$ cat src/rtl/nor_wp_pkg.sv
package nor_wp_pkg;

    typedef enum logic [3:0] {
        ST_READY       = 4'd0,
        ST_UNLK_A      = 4'd1,
        ST_UNLK_B      = 4'd2,
        ST_PGM_CMD     = 4'd3,
        ST_DATUM       = 4'd4,
        ST_SETTLE_WAIT = 4'd5,
        ST_POLL        = 4'd6,
        ST_VERIFY      = 4'd7,
        ST_ABORT       = 4'd8
    } wp_state_e;

    localparam logic [15:0] UNLOCK_ADDR_A = 16'h5555;
    localparam logic [15:0] UNLOCK_ADDR_B = 16'h2AAA;
    localparam logic [15:0] CODE_UNLOCK_A = 16'h00AA;
    localparam logic [15:0] CODE_UNLOCK_B = 16'h0055;
    localparam logic [15:0] CODE_PROGRAM  = 16'h00A0;
    localparam logic [15:0] CODE_RESET    = 16'h00F0;

endpackage

$ cat src/rtl/nor_bus_drive.sv
module nor_bus_drive
    import nor_wp_pkg::*;
#(
    parameter int AW = 16,
    parameter int DW = 16
) (
    input  wp_state_e         state,
    input  logic [AW-1:0]     tgt_addr,
    input  logic [DW-1:0]     tgt_data,
    output logic [AW-1:0]     bus_addr,
    output logic [DW-1:0]     bus_dout,
    output logic              bus_we,
    output logic              bus_oe
);

    always_comb begin
        bus_addr = '0;
        bus_dout = '0;
        bus_we   = 1'b0;
        bus_oe   = 1'b0;
        unique case (state)
            ST_UNLK_A: begin
                bus_we   = 1'b1;
                bus_addr = AW'(UNLOCK_ADDR_A);
                bus_dout = DW'(CODE_UNLOCK_A);
            end
            ST_UNLK_B: begin
                bus_we   = 1'b1;
                bus_addr = AW'(UNLOCK_ADDR_B);
                bus_dout = DW'(CODE_UNLOCK_B);
            end
            ST_PGM_CMD: begin
                bus_we   = 1'b1;
                bus_addr = AW'(UNLOCK_ADDR_A);
                bus_dout = DW'(CODE_PROGRAM);
            end
            ST_DATUM: begin
                bus_we   = 1'b1;
                bus_addr = tgt_addr;
                bus_dout = tgt_data;
            end
            ST_POLL: begin
                bus_oe   = 1'b1;
                bus_addr = tgt_addr;
            end
            ST_ABORT: begin
                bus_we   = 1'b1;
                bus_addr = '0;
                bus_dout = DW'(CODE_RESET);
            end
            default: begin
                bus_we   = 1'b0;
                bus_oe   = 1'b0;
            end
        endcase
    end

endmodule

$ cat src/rtl/nor_wait_timer.sv
module nor_wait_timer #(
    parameter int TW = 16
) (
    input  logic          clk,
    input  logic          rst_n,
    input  logic          load,
    input  logic [TW-1:0] load_val,
    input  logic          run,
    output logic          expired
);

    logic [TW-1:0] remain;

    always_ff @(posedge clk or negedge rst_n) begin
        if (!rst_n) begin
            remain <= '0;
        end else if (load) begin
            remain <= load_val;
        end else if (run && remain != '0) begin
            remain <= remain - TW'(1);
        end
    end

    assign expired = (remain == '0);

    // the countdown never moves while a new load is absent and it is idle at zero
    a_r3_timer_floor: assert property (@(posedge clk) disable iff (!rst_n)
        (!load && $past(remain) == '0 && $past(!load)) |-> remain == '0);

endmodule

$ cat src/rtl/nor_toggle_poll.sv
module nor_toggle_poll #(
    parameter int DW    = 16,
    parameter int LIMIT = 10000
) (
    input  logic          clk,
    input  logic          rst_n,
    input  logic          clear,
    input  logic          sample,
    input  logic [DW-1:0] rdata,
    output logic [DW-1:0] latest,
    output logic          settled,
    output logic          limit_hit
);

    localparam int CW = $clog2(LIMIT + 1);

    logic [CW-1:0] taken;

    always_ff @(posedge clk or negedge rst_n) begin
        if (!rst_n) begin
            taken  <= '0;
            latest <= '0;
        end else if (clear) begin
            taken  <= '0;
        end else if (sample) begin
            taken  <= taken + CW'(1);
            latest <= rdata;
        end
    end

    // a read settles when it is at least the third and repeats its predecessor
    assign settled   = sample && (taken >= CW'(2)) && (rdata == latest);
    assign limit_hit = sample && (taken == CW'(LIMIT - 1));

    // no read is ever issued beyond the budget
    a_r5_read_budget: assert property (@(posedge clk) disable iff (!rst_n)
        sample |-> taken < CW'(LIMIT));

    // a counted read moves the tally by exactly one
    a_r4_one_per_read: assert property (@(posedge clk) disable iff (!rst_n)
        (sample && !clear) |=> taken == $past(taken) + CW'(1));

endmodule

$ cat src/rtl/nor_word_prog.sv
module nor_word_prog
    import nor_wp_pkg::*;
#(
    parameter int AW         = 16,
    parameter int DW         = 16,
    parameter int TW         = 16,
    parameter int POLL_LIMIT = 10000
) (
    input  logic          clk,
    input  logic          rst_n,
    input  logic          req_valid,
    output logic          req_ready,
    input  logic [AW-1:0] req_addr,
    input  logic [DW-1:0] req_data,
    input  logic [TW-1:0] prog_cycles,
    output logic          busy,
    output logic [3:0]    state_code,
    output logic          err,
    output logic          err_timeout,
    output logic [AW-1:0] fl_addr,
    output logic [DW-1:0] fl_dout,
    output logic          fl_we,
    output logic          fl_oe,
    input  logic [DW-1:0] fl_din
);

    wp_state_e     state, nxt;
    logic [AW-1:0] tgt_addr;
    logic [DW-1:0] tgt_data;
    logic [TW-1:0] prog_q;
    logic          timeout_q;
    logic          accept;
    logic          tmr_expired;
    logic [DW-1:0] poll_latest;
    logic          poll_settled;
    logic          poll_limit;

    assign accept = req_valid && req_ready;

    nor_bus_drive #(.AW(AW), .DW(DW)) u_drive (
        .state    (state),
        .tgt_addr (tgt_addr),
        .tgt_data (tgt_data),
        .bus_addr (fl_addr),
        .bus_dout (fl_dout),
        .bus_we   (fl_we),
        .bus_oe   (fl_oe)
    );

    nor_wait_timer #(.TW(TW)) u_timer (
        .clk      (clk),
        .rst_n    (rst_n),
        .load     (state == ST_DATUM),
        .load_val (prog_q - TW'(1)),
        .run      (state == ST_SETTLE_WAIT),
        .expired  (tmr_expired)
    );

    nor_toggle_poll #(.DW(DW), .LIMIT(POLL_LIMIT)) u_poll (
        .clk       (clk),
        .rst_n     (rst_n),
        .clear     (state == ST_DATUM),
        .sample    (fl_oe),
        .rdata     (fl_din),
        .latest    (poll_latest),
        .settled   (poll_settled),
        .limit_hit (poll_limit)
    );

    // state register
    always_ff @(posedge clk or negedge rst_n) begin
        if (!rst_n) state <= ST_READY;
        else        state <= nxt;
    end

    // next-state decode
    always_comb begin
        nxt = state;
        unique case (state)
            ST_READY:       if (req_valid) nxt = ST_UNLK_A;
            ST_UNLK_A:      nxt = ST_UNLK_B;
            ST_UNLK_B:      nxt = ST_PGM_CMD;
            ST_PGM_CMD:     nxt = ST_DATUM;
            ST_DATUM:       nxt = (prog_q == '0) ? ST_POLL : ST_SETTLE_WAIT;
            ST_SETTLE_WAIT: if (tmr_expired) nxt = ST_POLL;
            ST_POLL: begin
                if (poll_settled)    nxt = ST_VERIFY;
                else if (poll_limit) nxt = ST_ABORT;
            end
            ST_VERIFY:      nxt = (poll_latest == tgt_data) ? ST_READY : ST_ABORT;
            ST_ABORT:       nxt = ST_READY;
            default:        nxt = ST_READY;
        endcase
    end

    // registered outputs and operation context
    always_ff @(posedge clk or negedge rst_n) begin
        if (!rst_n) begin
            tgt_addr    <= '0;
            tgt_data    <= '0;
            prog_q      <= '0;
            timeout_q   <= 1'b0;
            err         <= 1'b0;
            err_timeout <= 1'b0;
        end else begin
            if (accept) begin
                tgt_addr    <= req_addr;
                tgt_data    <= req_data;
                prog_q      <= prog_cycles;
                timeout_q   <= 1'b0;
                err         <= 1'b0;
                err_timeout <= 1'b0;
            end
            if (state == ST_POLL && !poll_settled && poll_limit) begin
                timeout_q <= 1'b1;
            end
            if (state == ST_ABORT) begin
                err         <= 1'b1;
                err_timeout <= timeout_q;
            end
        end
    end

    assign req_ready  = (state == ST_READY);
    assign busy       = (state != ST_READY);
    assign state_code = state;

    // an idle block leaves the flash bus quiet
    a_r1_idle_quiet: assert property (@(posedge clk) disable iff (!rst_n)
        req_ready |-> (!fl_we && !fl_oe));

    // the second unlock cycle is preceded by the first unlock write
    a_r2_unlock_order: assert property (@(posedge clk) disable iff (!rst_n)
        (state == ST_UNLK_B) |-> ($past(fl_we) && $past(fl_dout) == DW'(CODE_UNLOCK_A)
                                  && $past(fl_addr) == AW'(UNLOCK_ADDR_A)));

    // nothing moves on the bus while the program time elapses
    a_r3_quiet_wait: assert property (@(posedge clk) disable iff (!rst_n)
        (state == ST_SETTLE_WAIT) |-> (!fl_we && !fl_oe));

    // an error only appears right after the reset command write
    a_r7_reset_before_err: assert property (@(posedge clk) disable iff (!rst_n)
        $rose(err) |-> ($past(fl_we) && $past(fl_dout) == DW'(CODE_RESET) && $past(fl_addr) == '0));

    // acceptance clears the error flags on the next cycle
    a_r8_err_clear: assert property (@(posedge clk) disable iff (!rst_n)
        accept |=> (!err && !err_timeout));

    // flags hold while idle without a request
    a_r8_err_hold: assert property (@(posedge clk) disable iff (!rst_n)
        (req_ready && !req_valid) |=> (err == $past(err) && err_timeout == $past(err_timeout)));

    // a timeout is never reported without an error
    a_r5_timeout_implies_err: assert property (@(posedge clk) disable iff (!rst_n)
        err_timeout |-> err);

endmodule

$ cat config.mk
export PLATFORM = sky130hd
export DESIGN_NAME = nor_word_prog
export DESIGN_NICKNAME = d
export VERILOG_FILES = /design/src/rtl/nor_wp_pkg.sv /design/src/rtl/nor_bus_drive.sv /design/src/rtl/nor_wait_timer.sv /design/src/rtl/nor_toggle_poll.sv /design/src/rtl/nor_word_prog.sv
export SDC_FILE = /design/constraint.sdc
export NUM_CORES = 1
export LEC_CHECK = 0
export BUFFER_PORTS_ARGS = -buffer_cell sky130_fd_sc_hd__buf_4
export CORE_ASPECT_RATIO = 1.75
export CORE_MARGIN = 3
export CORE_UTILIZATION = 45
export DETAILED_ROUTE_END_ITERATION = 6
export PLACE_DENSITY = 0.8
export SYNTH_ARGS = -nofsm -noshare
export SYNTH_HDL_FRONTEND = slang
export SYNTH_SLANG_ARGS = --single-unit
$ cat constraint.sdc
create_clock -name clk -period 3.05 [get_ports clk]
set_clock_uncertainty 0.15 [all_clocks]
set_input_delay 0.4575 -clock clk [delete_from_list [all_inputs] [get_ports clk]]
set_output_delay 0.4575 -clock clk [all_outputs]
set_load 0.03 [all_outputs]
Yosys cells after proc, flatten, opt, wreduce, memory -nomap -nowiden
Cells that the tools add are included.
{ "totals": {"input_bits": 67, "regBits": 101} }
{ "op_classes": {"order_cmp": 1, "bitwise": 1, "n_addsub": 3, "n_reduce_logical": 22, "eq_ne": 14, "n_mux": 19} }
{ "op_table": {"columns": ["cell", "count"], "rows": [
  ["$pmux W16 S5", 1],
  ["$pmux W16 S3", 1],
  ["$eq A16 B16 Y1", 2],
  ["$logic_not A16 Y1", 2],
  ["$mux W16", 2],
  ["$pmux W4 S8", 1],
  ["$sub A16 B1 Y16 const B", 2],
  ["$mux W14", 2],
  ["$mux W4", 5],
  ["$eq A4 B3 Y1 const B", 4],
  ["$reduce_bool A16 Y1", 1],
  ["$add A14 B1 Y14 const B", 1],
  ["$eq A14 B14 Y1 const B", 1],
  ["$ge A14 B2 Y1 const B", 1],
  ["$eq A4 B2 Y1 const B", 2],
  ["$reduce_bool A2 Y1", 4],
  ["$logic_and A1 B1 Y1", 7],
  ["$mux W1", 6],
  ["$reduce_or A5 Y1", 1],
  ["$eq A4 B1 Y1 const B", 1],
  ["$eq A4 B4 Y1 const B", 1],
  ["$logic_not A4 Y1", 1],
  ["$ne A2 B2 Y1 const B", 2],
  ["$reduce_bool A4 Y1", 1],
  ["other kinds (7)", 8]
]} }

Depth between registers and ports, before layout
Gate-level depths: netlist of the first run.
{ "logic_depth": {"ltp_word": 8, "depth_mapped": 10} }

Cells and area by module
A second synthesis of the first run with hierarchy kept.
{ "hier_totals": {"hier_cells": 549, "area_unflattened_um2": 5769.3} }
{ "modules_own_cells": {"columns": ["module", "cells_per_inst", "n_inst", "seq_area_each_um2", "area_per_inst_um2"], "rows": [
  ["nor_word_prog", 213, 1, 1376.3, 2656.3],
  ["nor_toggle_poll", 133, 1, 750.7, 1519.0],
  ["nor_wait_timer", 124, 1, 400.4, 1063.5],
  ["nor_bus_drive", 79, 1, 0.0, 530.5]
]} }

Worst setup path after synthesis of the first run
No wires, ideal clock.
{ "synth_path": {"path_kind": "register to register", "startpoint": "reg state[1] (netlist: state_code[1])", "endpoint": "reg u_timer.remain[12]", "path_stages_with_launch": 10, "n_path_buf": 2, "path_slack_ps": -37, "t_arrival_ps": 2799, "synth_period_minus_slack_ps": 3087, "setup_ps": 137, "path_cell_list": "dfrtp_1 or4b_1 buf_2 buf_1 mux2i_1 ha_1 nand4b_1 or4b_1 xor2_1 mux2i_1"} }
{ "synth_between": {"elab_chain_cells": 3} }
{ "synth_lines": {"columns": ["item", "line_no", "rtl"], "rows": [
  ["start, declared", "nor_word_prog.sv:27", "wp_state_e state, nxt;"],
  ["start signal, assigned", "nor_word_prog.sv:73", "else state <= nxt;"],
  ["$eq A4 B3 Y1", "nor_word_prog.sv:55", ".run (state == ST_SETTLE_WAIT),"],
  ["$logic_and A1 B1 Y1", "nor_wait_timer.sv:19", "end else if (run && remain != '0) begin"],
  ["$reduce_bool A2 Y1 (no line)", null, null],
  ["end signal, assigned", "nor_wait_timer.sv:18", "remain <= load_val;"],
  ["end signal, assigned", "nor_wait_timer.sv:20", "remain <= remain - TW'(1);"],
  ["end, declared", "nor_wait_timer.sv:12", "logic [TW-1:0] remain;"]
]} }
Parallel ways exist; a longest one is shown, timed or not.
A chain may end at the register's enable or synchronous reset.

Final worst setup path of the first run
{ "layout_path": {"startpoint": "reg state[3] (netlist: state_code[3])", "endpoint": "out fl_addr[13]"} }
{ "layout_between": {"elab_chain_cells": 3} }
{ "layout_lines": {"columns": ["item", "line_no", "rtl"], "rows": [
  ["$eq A4 B3 Y1 (tied with other cells)", "nor_bus_drive.sv:21", "unique case (state)"],
  ["$reduce_or A2 Y1 (no line)", null, null],
  ["$pmux W16 S3 *", "nor_bus_drive.sv:21", null],
  ["end, declared", "nor_word_prog.sv:20", "output logic [AW-1:0] fl_addr,"]
]} }
Every way passes the cells marked *; elsewhere a longest branch is shown, timed or not.

==> flow_summary.toml, run 1 <==
[drt]
route.detailed.wl_per_inst_um = 18.6
drtIter0Drc = 298
firstDrtPassIters = 5
wirelength_um = 15600
drcViolationCount = 0
drtAntennaViolNets = 0
num_vias = 4836
viasPerCell = 5.76

[worst_setup_path]
crit_type = "reg2out"
cpPeakStageDelay_ps = 560
crit_chain = "buf_4, nor2_1, nand2_1, nor2_1, a21o_1, buf_4"
cp_slowest_cell = "nor2_1"
endpoint_kind = "output port"
crit_arrival_ps = 2240
critPathMaxFanout = 24
cp.required_ps = 2440
crit_path_start_kind = "flip-flop"

[global_route]
grt_pass1_wl_um = 25000
groute.usage.overall_pct = 22.9
grt_pass1_vias = 5011
grt_max_degree = 66
overflow = 0
antenna_found_initial = 0

[power]
p_per_area_nw_per_um2 = 592
vdd_drop_max_mv = 0.360
power_mw = 4.07
p_leak_nw = 3.39

[final_layout]
final_area_sq_um = 6880
diodes = 0
fin_cells = 839
final_common_cell = "buf_4"
nNetsFinal = 739
syn_to_final_growth_pct = 23.3
layout_common_cells = "buf_4, dfrtp_1, nand2_1, xnor2_1, mux2_2"
drive_gt1_share_pct = 29.2
nFillCells = 1069

[synthesis]
ys_warn_count = 0
synth_area_sq_um = 5580
syn_inst = 567
ys.flop_type = "dfrtp_1"
syn_area_per_cell_sq_um = 9.84
synth_seq_cells = 101
synth_edf_count = 0
synth_fp_nets = 637
netlist-cell-type-count = 55
async_flop_share_pct = 100
seq_area_frac_synth_pct = 45.3

[floorplanning]
fp.dieW_um = 90.2
start_util_pct = 46.2
fp.dieH_um = 153
io_pins = 109
rows = 53
coreArea_sq_um = 12100
die_area_sq_um = 13800

[cts]
cts_tree = "built"
clock_sinks = 101
htree_num_levels = 3
root_buffer = "clkbuf_16"
path_clk_slew_ps = 70
cts_setup_buffers = 0
ctsLongestPathBuffers = 2
insertion_delay_ps = 350
post_cts_resized = 0
cts_buffers = 9
hold_buffers = 0

[sta]
fin_crit_ps = 2850
finalSetupTns_ps = 0
clock.fmax_mhz = 351
worstMarginPinSlew_ps = 874
min_period_over_period_pct = 93.4
slew_headroom_pct = 41.8
hold_viol_final = 0
rsz0062_at_grt = "no"
report.final.slew_viol_count = 0
setup_viol = 0

[place]
place_hpwl_um = 11800
io_buffers = 108
dpl_cell_area_sq_um = 6600
dp.cells = 823
routabilityCongestion = 0.941

[job]
cap_violations = 0

[hold_path]
hold_path_class = "in2async"

[outcome]
status = "finished, final reports clean"
==> area by class of cell <==
class,count,area (sq um),area share [%]
timing repair buffer,124,931,13.5
sequential,101,2530,36.7
inverter,7,26.3,0.382
tap,165,206,3.00
clock inverter,7,57.6,0.836
multi-input combinational,426,2910,42.2
clock buffer,9,225,3.27
==> critical path, delay by kind of cell, from the launching register on <==
kind            cells  cell delay [ps]
simple gates        3              960
flops               1              380
buf+inv             2              380
compound gates      1              170
==> synthesized netlist by cell type, types with 3 or more instances <==
master    number  share of area [%]
o21ai_0       13                1.2
a31oi_1        5               0.56
mux2i_1        5               0.90
ha_1           3               0.67
nor4_1         9                1.0
nand2_1       90                6.1
a211oi_1       5               0.67
mux2_2        48                9.7
buf_1          3               0.20
buf_2          5               0.45
or4_1         12                1.6
nand4_1       16                1.8
nor2_1        29                2.0
o21a_1         4               0.54
nor2b_1        5               0.56
a21boi_0       3               0.40
xnor2_1       48                7.5
or3_1          3               0.34
and2_1        11                1.2
o31ai_1        4               0.54
inv_1          7               0.47
clkbuf_1      25                1.7
nand3_1        8               0.72
nand2b_1       4               0.45
o211ai_1       8                1.1
a22o_1         4               0.63
a21o_1        12                1.6
dfrtp_1      101                 45
a21oi_1       22                2.0
and3_1         5               0.56
nor3_1        12                1.1
xor2_1        11                1.7
==> metrics by stage <==
| step | hold slack, ps | setup slack (ps) | util (%) |
|---|---|---|---|
| after floorplan | 11.9 | 18.4 | - |
| after CTS | 97.8 | 205 | 57.0 |
| after detailed placement | 344 | 432 | 54.7 |
| after global routing | 135 | 19.2 | 57.0 |
| after global placement | 335 | 487 | 54.7 |
| final | 62.7 | 202 | 57.0 |
==> path summary, 6_finish.rpt <==
kind                               start                 end  slack, ps  cells after the start
hold / removal                     rst_n           timeout_q         60                      1
setup reg to reg           state_code[1]  u_timer.remain[12]        410                      7
setup / recovery           state_code[3]         fl_addr[13]        200                      6
hold reg to reg              tgt_addr[6]         tgt_addr[6]        360                      1
min in group clk              fl_din[15]   u_poll.latest[15]        160                      3
max in group asynchronous          rst_n         tgt_data[5]       1850                      2
==> cell families after synthesis <==
family / count (synthesis) / share of synthesized area, %
AOI/OAI and AO/OA: 93 / 11.4
xor gates and xnor gates: 59 / 9.26
adders and majority gates: 3 / 0.673
buffers and inverters: 40 / 2.80
DFF: 101 / 45.3
muxes: 54 / 10.8
and+or+nand+nor: 217 / 19.7
==> metal layers <==
layer  routed length, um  vias to the layer above  global-route usage, %
met4                 833                        0                   13.4
met2                8360                      189                   41.8
met5                   0                        -                      0
met3                 791                       60                   4.53
met1                5650                     2369                   24.3
li1                    -                     2218                      -
==> state kept, by name, summed over array words and instances, names as in the netlist <==
name	count
tgt_addr	16
prog_q	16
err_timeout	1
u_poll.latest	16
u_poll.taken	14
err	1
state_code	4
tgt_data	16
timeout_q	1
u_timer.remain	16
==> power by group <==
part           switching, mW  leakage, nW  total [mW]  internal (mW)
clock network          0.543        0.140        1.11          0.568
registers              0.235         1.33        1.76           1.52
logic                  0.667         1.91        1.21          0.539
(Power assumes the default switching activity.)
==> inputs of run 2 (changes only) <==
Settings changed: RECOVER_POWER set to 25.
==> flow_summary.toml, run 2 (synthesis gave the netlist of run 1 again) <==
[drt]
num_vias = 4836
viasPerCell = 5.76
drcViolationCount = 0
drtAntennaViolNets = 0
wirelength_um = 15600
drtIter0Drc = 298
route.detailed.wl_per_inst_um = 18.6
firstDrtPassIters = 5

[cts]
path_clk_slew_ps = 70
insertion_delay_ps = 350
cts_tree = "built"
cts_buffers = 9
hold_buffers = 0
clock_sinks = 101
post_cts_resized = 0
htree_num_levels = 3
cts_setup_buffers = 0
ctsLongestPathBuffers = 2
root_buffer = "clkbuf_16"

[floorplanning]
rows = 53
die_area_sq_um = 13800
coreArea_sq_um = 12100
io_pins = 109
fp.dieH_um = 153
fp.dieW_um = 90.2
start_util_pct = 46.2

[global_route]
grt_pass1_wl_um = 25000
grt_pass1_vias = 5011
overflow = 0
grt_max_degree = 66
groute.usage.overall_pct = 22.9
antenna_found_initial = 0

[final_layout]
layout_common_cells = "buf_4, dfrtp_1, nand2_1, xnor2_1, mux2_2"
final_core_util_pct = 57.0
fin_cells = 839
nNetsFinal = 739
final_common_cell = "buf_4"
diodes = 0
syn_to_final_growth_pct = 23.3
drive_gt1_share_pct = 29.2

[place]
io_buffers = 108
place_hpwl_um = 11800
routabilityCongestion = 0.941
dp.cells = 823

[worst_setup_path]
crit_arrival_ps = 2240
cpPeakStageDelay_ps = 560
crit_chain = "buf_4, nor2_1, nand2_1, nor2_1, a21o_1, buf_4"
cp.required_ps = 2440
critPathMaxFanout = 24
crit_type = "reg2out"
cp_slowest_cell = "nor2_1"
crit_path_start_kind = "flip-flop"
endpoint_kind = "output port"

[sta]
min_period_over_period_pct = 93.4
worstMarginPinSlew_ps = 1710
finalSetupTns_ps = 0
hold_viol_final = 0
setup_viol = 0
report.final.slew_viol_count = 66
rsz0062_at_grt = "no"
slew_headroom_pct = -14.3
fin_crit_ps = 2850
clock.fmax_mhz = 351

[outcome]
status = "finished, violations left"
violations = "capacitance limit, slew limit"

[power]
power_mw = 4.07
p_leak_nw = 3.38
p_per_area_nw_per_um2 = 592
vdd_drop_max_mv = 0.360

[hold_path]
hold_path_class = "in2reg"

[job]
cap_violations = 1
[run 2: cell types whose count changed in the layout (fill, tap and decap cells not counted)]
cell | previous run | this run
buf_4 | 124 | 123
clkbuf_2 | 0 | 1
[run 2: final cells by class]
| cell class | instances | area [sq um] |
|---|---|---|
| Clock buffer | 9 | 225 |
| Clock inverter | 7 | 57.6 |
| Fill cell | 1070 | 5190 |
| Inverter | 7 | 26.3 |
| Multi-Input combinational cell | 426 | 2910 |
| Sequential cell | 101 | 2530 |
| Tap cell | 165 | 206 |
| Timing Repair Buffer | 124 | 928 |
[run 2: final timing paths]
path | from | endpoint | slack (ps) | cells past startpoint
min in group asynchronous | rst_n | timeout_q | 390 | 1
min reg2reg | tgt_addr[6] | tgt_addr[6] | 360 | 1
max in group asynchronous | rst_n | state_code[1] | 1210 | 1
max reg2reg | state_code[1] | u_timer.remain[12] | 410 | 7
max | state_code[3] | fl_addr[13] | 200 | 6
min | fl_din[15] | u_poll.latest[15] | 160 | 3
[run 2: worst max-delay path: cells and delay by family, from the launching register on]
kind	cells	cell delay, ps
and+or+nand+nor	3	960
DFF	1	380
buffers and inverters	2	380
AOI/OAI and AO/OA	1	170
[run 2: stage by stage]
stage          hold slack, ps  setup WS (ps)  area (sq um)
4_1_cts                  97.8            205          6880
6_report                  158            202          6880
3_3_place_gp              335            487          6600
2_1_floorplan            11.9           18.4          5580
3_5_place_dp              344            432          6600
5_1_grt                   160           19.2          6880
[run 2: layer usage]
metal  global-route usage (%)  part of all wire [%]
met4                     13.4                   5.3
met5                        0                     0
met2                     41.8                    53
met3                     4.53                   5.1
met1                     24.3                    36
[run 2: report_power, final]
group / leakage (nW) / internal (mW) / switching, mW / total, mW
logic: 1.91 / 0.539 / 0.667 / 1.21
clock network: 0.140 / 0.568 / 0.543 / 1.11
registers: 1.33 / 1.52 / 0.235 / 1.76
total: 3.38 / 2.63 / 1.44 / 4.07
